`src/rtl/prng_pkg.sv`:
```
package prng_pkg;
   localparam int unsigned PRNG_WIDTH_DEFAULT  = 16;
   localparam int unsigned PRNG_STRIDE_LOG2    = 4;

   typedef enum logic [1:0] {
      SRC_HOLD  = 2'd0,
      SRC_LOAD  = 2'd1,
      SRC_SHIFT = 2'd2
   } prng_src_e;
endpackage

```
`src/rtl/prng_tap_parity.sv`:
```
module prng_tap_parity #(
   parameter int unsigned W = 16
) (
   input  logic [W-1:0] cur,
   input  logic [W-1:0] mask,
   output logic         fb
);
   if (W < 2) begin : g_bad_width
      $error("prng_tap_parity: W must be at least 2");
   end

   logic [W-1:0] chain;

   assign chain[0] = cur[0] & mask[0];
   for (genvar i = 1; i < W; i++) begin : g_chain
      assign chain[i] = chain[i-1] ^ (cur[i] & mask[i]);
   end

   assign fb = chain[W-1];
endmodule

```
`src/rtl/prng_state_reg.sv`:
```
module prng_state_reg
   import prng_pkg::*;
#(
   parameter int unsigned W          = 16,
   parameter logic [W-1:0] INIT_VAL  = 1,
   parameter logic [W-1:0] ZERO_FILL = 1
) (
   input  logic         clk,
   input  logic         rst_n,
   input  logic         advance,
   input  logic         load,
   input  logic [W-1:0] load_value,
   input  logic         fb,
   output logic [W-1:0] state_q
);
   if (INIT_VAL == '0) begin : g_bad_init
      $error("prng_state_reg: INIT_VAL must be nonzero");
   end
   if (ZERO_FILL == '0) begin : g_bad_fill
      $error("prng_state_reg: ZERO_FILL must be nonzero");
   end

   prng_src_e    src;
   logic [W-1:0] candidate;
   logic [W-1:0] next_val;

   always_comb begin
      if (load)         src = SRC_LOAD;
      else if (advance) src = SRC_SHIFT;
      else              src = SRC_HOLD;
   end

   always_comb begin
      case (src)
         SRC_LOAD:  candidate = load_value;
         SRC_SHIFT: candidate = {state_q[W-2:0], fb};
         default:   candidate = state_q;
      endcase
      next_val = (candidate == '0) ? ZERO_FILL : candidate;
   end

   always_ff @(posedge clk or negedge rst_n) begin
      if (!rst_n) state_q <= INIT_VAL;
      else        state_q <= next_val;
   end

   AST_NEVER_ZERO: assert property (@(posedge clk) disable iff (!rst_n)
      state_q != '0);

   AST_HOLD_IDLE: assert property (@(posedge clk) disable iff (!rst_n)
      (!advance && !load) |=> $stable(state_q));

   AST_LOAD_WINS: assert property (@(posedge clk) disable iff (!rst_n)
      load |=> state_q == (($past(load_value) == '0) ? ZERO_FILL : $past(load_value)));

   AST_SHIFT_UP: assert property (@(posedge clk) disable iff (!rst_n)
      (advance && !load) |=> state_q[W-1:1] == $past(state_q[W-2:0]));
endmodule

```
`src/rtl/prng_stride_gen.sv`:
```
module prng_stride_gen #(
   parameter int unsigned LOG2 = 4
) (
   input  logic clk,
   input  logic rst_n,
   output logic strobe
);
   if (LOG2 < 1) begin : g_bad_stride
      $error("prng_stride_gen: LOG2 must be at least 1");
   end

   localparam logic [LOG2-1:0] LAST = '1;

   logic [LOG2-1:0] cnt_q;

   always_ff @(posedge clk or negedge rst_n) begin
      if (!rst_n) cnt_q <= '0;
      else        cnt_q <= cnt_q + 1'b1;
   end

   assign strobe = (cnt_q == LAST);

   AST_STROBE_SINGLE: assert property (@(posedge clk) disable iff (!rst_n)
      strobe |=> !strobe);
endmodule

```
`src/rtl/prng_tap16.sv`:
```
module prng_tap16
   import prng_pkg::*;
#(
   parameter int unsigned  W           = PRNG_WIDTH_DEFAULT,
   parameter int unsigned  STRIDE_LOG2 = PRNG_STRIDE_LOG2,
   parameter logic [W-1:0] INIT_VAL    = 1
) (
   input  logic         clk,
   input  logic         rst_n,
   input  logic         advance,
   input  logic         load,
   input  logic [W-1:0] load_value,
   input  logic [W-1:0] tap_mask,
   output logic [W-1:0] state,
   output logic         monitor,
   output logic         sample_strobe
);
   logic fb;

   prng_tap_parity #(.W(W)) u_parity (
      .cur  (state),
      .mask (tap_mask),
      .fb   (fb)
   );

   prng_state_reg #(.W(W), .INIT_VAL(INIT_VAL), .ZERO_FILL(W'(1))) u_state (
      .clk        (clk),
      .rst_n      (rst_n),
      .advance    (advance),
      .load       (load),
      .load_value (load_value),
      .fb         (fb),
      .state_q    (state)
   );

   prng_stride_gen #(.LOG2(STRIDE_LOG2)) u_stride (
      .clk    (clk),
      .rst_n  (rst_n),
      .strobe (sample_strobe)
   );

   assign monitor = state[W-1];

   AST_FB_ENTERS_LSB: assert property (@(posedge clk) disable iff (!rst_n)
      (advance && !load && ({state[W-2:0], fb} != '0)) |=> state[0] == $past(fb));
endmodule

```
`config.mk`:
```
export PLATFORM = sky130hd
export DESIGN_NAME = prng_tap16
export DESIGN_NICKNAME = d
export VERILOG_FILES = /design/src/rtl/prng_pkg.sv /design/src/rtl/prng_tap_parity.sv /design/src/rtl/prng_state_reg.sv /design/src/rtl/prng_stride_gen.sv /design/src/rtl/prng_tap16.sv
export SDC_FILE = /design/constraint.sdc
export NUM_CORES = 1
export LEC_CHECK = 0
export BUFFER_PORTS_ARGS = -buffer_cell sky130_fd_sc_hd__buf_2
export CAP_MARGIN = 30
export CORE_MARGIN = 2
export CORE_UTILIZATION = 46
export DETAILED_ROUTE_END_ITERATION = 8
export PLACE_DENSITY = 0.79
export SLEW_MARGIN = 20
export SYNTH_ARGS = -nofsm -noshare
export SYNTH_HDL_FRONTEND = slang
export SYNTH_SLANG_ARGS = --single-unit
```
`constraint.sdc`:
```
create_clock -name clk -period 1.8 [get_ports clk]
set_input_delay 0.45 -clock clk [delete_from_list [all_inputs] [get_ports clk]]
set_output_delay 0.45 -clock clk [all_outputs]
set_load 0.1 [all_outputs]
```
# Yosys cells after proc, flatten, opt, wreduce, memory -nomap -nowiden
# Index checks and enable logic that the tools add are counted.
classes:
  addsub: 1
  eq_ne: 3
  n_mux: 4
  n_bitwise: 31
  reduce_logical: 1
op_table:
  columns: ["cell", "count"]
  rows:
  - ["16-bit one-hot mux with 2 select lines", 1]
  - ["1-bit AND", 16]
  - ["16-bit logical NOT", 1]
  - ["16-bit 2-to-1 mux", 1]
  - ["1-bit bitwise XOR", 15]
  - ["4-bit by 1-bit adder with 4-bit output (second input constant)", 1]
  - ["4-bit equality test (second input constant)", 1]
  - ["2-bit 2-to-1 mux", 2]
  - ["2-bit by 1-bit equality test with 1-bit output (second input constant)", 1]
  - ["2-bit equality test (second input constant)", 1]
word_totals:
  regBits: 20
  input_bits: 36
  output_inout_bits: 18
  elab_cells: 42

# Depth between registers and ports, before layout
logic_depth:
  ltp_word: 19
  mapped_depth: 8
  ltp_nobuf: 6

# Cells and area by module
# A second synthesis with hierarchy kept.
hier_totals:
  cells_unflattened: 116
  hier_area_um2: 1153.6
modules_own_cells:
  columns: ["module", "instances", "cells_per_inst", "area_each_um2"]
  rows:
  - ["prng_state_reg", 1, 74, 803.3]
  - ["prng_tap_parity", 1, 31, 191.4]
  - ["prng_stride_gen", 1, 10, 151.4]
  - ["prng_tap16", 1, 1, 7.5]

# Least setup slack after synthesis
# No wires, ideal clock.
synth_timing:
  path_kind: "register -> register"
  startpoint: "register u_state.state_q[2]"
  endpoint: "register u_state.state_q[0]"
  t_arrival_ns: 1.820
  required_time_ns: 1.716
  setup_slack_ns: -0.103
  stages_incl_launch_ff: 7
  path_buffers: 0
  period_less_slack_ns: 1.903
  path_cell_list: "dfrtp_1 > nand2_1 > xor2_1 > xnor2_1 > xnor2_1 > xnor2_1 > o21ai_2"
synth_via:
  elab_chain_cells: 18
synth_lines:
  columns: ["element", "line_no", "text"]
  rows:
  - ["start, declared", "prng_state_reg.sv:14", "output logic [W-1:0] state_q"]
  - ["start signal, assigned", "prng_state_reg.sv:44", "else state_q <= next_val;"]
  - ["1-bit AND", "prng_tap_parity.sv:16", "assign chain[i] = chain[i-1] ^ (cur[i] & mask[i]);"]
  - ["1-bit bitwise XOR (14 in a row)", "prng_tap_parity.sv:16", null]
  - ["16-bit one-hot mux with 2 select lines *", "prng_state_reg.sv:34", "case (src)"]
  - ["16-bit logical NOT", "prng_state_reg.sv:39", "next_val = (candidate == '0) ? ZERO_FILL : candidate;"]
  - ["16-bit 2-to-1 mux *", "prng_state_reg.sv:39", null]
  - ["via u_state.next_val[0]", "prng_state_reg.sv:25", "logic [W-1:0] next_val;"]
# The timed path passes the listed nets; every way through them passes the cells marked *.

# Final worst setup path
layout_timing:
  startpoint: "register u_stride.cnt_q[0]"
  endpoint: "output port sample_strobe"
layout_via:
  elab_chain_cells: 1
layout_lines:
  columns: ["element", "line_no", "text"]
  rows:
  - ["start, declared", "prng_stride_gen.sv:14", "logic [LOG2-1:0] cnt_q;"]
  - ["start signal, assigned", "prng_stride_gen.sv:18", "else cnt_q <= cnt_q + 1'b1;"]
  - ["4-bit equality test", "prng_stride_gen.sv:21", "assign strobe = (cnt_q == LAST);"]
  - ["end, declared", "prng_tap16.sv:16", "output logic sample_strobe"]
# Every way passes these cells.

==> summary.txt <==
Run status
  • Status: finished clean

CTS
  • Clock Tree Buf Depth: 2
  • Clk Latency, worst-skew pair: 0.30 ns
  • H-tree depth: 1
  • TritonCTS clock tree: built
  • Cts bufs inserted: 3
  • # clock sinks: 20
  • CTS Root Buffer Type: clkbuf_4
  • Clock-pin transition on the worst setup and hold timing paths: 0.12 ns
  • Setup Buffers After CTS: 0

Logic synthesis
  • Synth cell types: 23
  • Post-synth top area cell: dfrtp_1
  • Post-synth EDFFs: 0
  • Post-synthesis net count: 154
  • Sequential area share after synthesis: 43.0%
  • Post-Syn Instances: 117
  • Most frequent cells after synthesis: 31 x nand2_1, 19 x dfrtp_1, 15 x mux2i_1, 12 x xnor2_1, 8 x o21ai_2
  • Most frequent cell after synthesis: nand2_1
  • Synthesized area per cell: 9.98 um2
  • Post-synth top area share: 40.7%
  • Syn. warnings: 0
  • FFs w/ async S/R, synth: 100%
  • Mapped Area: 0.00117 mm2
  • Yosys reg bits: 20
  • Top_reg_cell synth: dfrtp_1
  • Largest cells by area after synthesis: dfrtp_1 41%, mux2i_1 13%, nand2_1 10%

Place
  • Post-DP HPWL: 2130 um
  • Gp weighted congestion: 0.819
  • Number of port buffers: 53
  • Post-DP Area: 0.00150 mm2

Floorplan
  • Die Wd: 54.4 um
  • Initial Utilization: 48.0%
  • Die H: 54.4 um
  • Ports: 54
  • Core area: 0.00243 mm2
  • # rows: 18
  • Die area: 0.00296 mm2

STA
  • RSZ-0062 raised after global routing: no
  • Hold Fails Final Rpt: 0
  • Final setup fails: 0
  • Period utilization: 95.1%
  • Max-slew violations: 0
  • Minimum clock period: 1.71 ns
  • Headroom to the max-slew limit: 67.7%
  • Worst Skew: 0.00936 ns
  • Peak Freq: 584 MHz
  • Worst-Margin Slew: 0.488 ns

Global routing
  • First-pass GRT wire length: 4110 um
  • Antenna violations before repair: 0
  • Vias in the first global route: 971
  • Total GRT Usage: 19.6%
  • Global route overflow: 0
  • Largest net degree at the start of global routing: 21

Critical path
  • FF-to-FF setup slack: 0.27 ns
  • CP endpoint kind: primary output
  • Worst R2R Start: u_state.state_q[0]
  • Worst-path maximum fanout: 3
  • Arrival @ worst endpoint: 1.26 ns
  • Setup CP Type: reg -> out
  • Worst Path Required: 1.35 ns
  • Nature of the critical path startpoint: register
  • Worst r2r path cells: 6
  • Reg-to-reg endpoint: u_state.state_q[0]

Final layout
  • Nets: 209
  • Finished Core Util: 64.1%
  • Share of layout cells above drive strength 1: 50.9%
  • Synth-to-layout area growth: 33.7%
  • Finished Cell Area: 0.00156 mm2
  • Diodes inserted: 0
  • FILL cells: 229

Route
  • Vias per inst: 5.01
  • DRC: 0
  • Routed vias: 1,008
  • DR iter-0 viols: 13
  • Routed WL: 2640 um
  • WL/cell: 13.1 um
  • Routed Antenna Nets: 0
  • DRT Pass-1 Iters: 4

Power and ir drop
  • Power consumption: 1.65 mW
  • P_leak: 0.762 nW
  • VDD IR-drop max: 786 uV
  • PD cells: 1060 mW/mm2

Flow run
  • Max-cap violations: 0

Worst hold path
  • Hold Crit Class: in -> async
stage by stage:
step | hold WS [ns] | setup WS [ns] | cells | setup TNS (ns)
floorplan | 0.154 | 0.0176 | 117 | 0
global placement | 0.414 | 0.0511 | 197 | 0
detailed placement | 0.420 | -0.00726 | 197 | -0.00726
CTS | 0.0729 | 0.00978 | 201 | 0
global route | 0.0744 | 0.0175 | 201 | 0
finish | 0.0702 | 0.0886 | 201 | 0
area by class of cell:
cell class / instances / area (um2) / area share [%]
clock buffer: 3 / 22.5 / 1.44
clock inverter: 1 / 30.0 / 1.92
inverter: 1 / 3.75 / 0.241
multi-input combinational: 90 / 616 / 39.5
sequential: 20 / 520 / 33.4
tap: 30 / 37.5 / 2.41
timing repair buffer: 56 / 330 / 21.2
cells in the final DEF (no fill, tap or decap), types with 3 or more instances in the layout:
master	count
xnor2_1	12
o21ai_0	4
nand2_1	31
mux2i_1	15
buf_12	3
dfrtp_2	15
clkbuf_4	4
xor2_1	5
o21ai_2	8
buf_2	51
nor4_1	3
o21ai_1	4
dfrtp_1	4
power by group:
| part | internal [mW] | switching [mW] | total [mW] |
|---|---|---|---|
| Combinational | 0.198 | 0.535 | 0.733 |
| Clock | 0.225 | 0.136 | 0.361 |
| Sequential | 0.507 | 0.0514 | 0.558 |
| Total | 0.930 | 0.722 | 1.65 |
critical path: stages, from the launching register on:
cell	delay, ns
dfrtp_1	0.42
ha_2	0.20
and3_4	0.19
buf_12	0.16
worst max-delay path by stage:
| stage | startpoint | to | slack, ns | cells past startpoint |
|---|---|---|---|---|
| 2_1_floorplan | u_state.state_q[0] | u_state.state_q[0] | 0.02 | 6 |
| 3_3_place_gp | advance | u_state.state_q[0] | 0.05 | 8 |
| 3_5_place_dp | advance | u_state.state_q[0] | -0.007 | 8 |
| 4_1_cts | u_state.state_q[0] | state[0] | 0.01 | 1 |
| 5_1_grt | u_stride.cnt_q[0] | sample_strobe | 0.02 | 3 |
| 6_report | u_stride.cnt_q[0] | sample_strobe | 0.09 | 3 |
repair_timing:
item                                    in CTS  in global routing
hold buffers                                 0                  0
resized for setup                            0                  3
endpoints found under the setup margin       0                  2
layer usage:
layer / global-route usage (%) / vias to the layer above / wire length, um / share of wire, %
li1: - / 508 / - / -
met1: 26.0 / 459 / 1160 / 44
met2: 32.5 / 39 / 1270 / 48
met3: 2.46 / 2 / 206 / 7.8
met4: 7.50 / 0 / 9 / 0.34
met5: 0 / - / 0 / 0
state kept, by name, summed over array words and instances (netlist names):
signal           count
u_stride.cnt_q       4
u_state.state_q     16
cell families after synthesis:
group | count (synthesis) | share of synthesized area, %
simple gates | 40 | 14.7
flops | 20 | 43.0
compound gates | 17 | 10.7
xor+xnor | 17 | 12.8
mux | 15 | 12.9
buf+inv | 7 | 4.93
fa+ha+maj | 1 | 1.07
(Power assumes the default switching activity.)
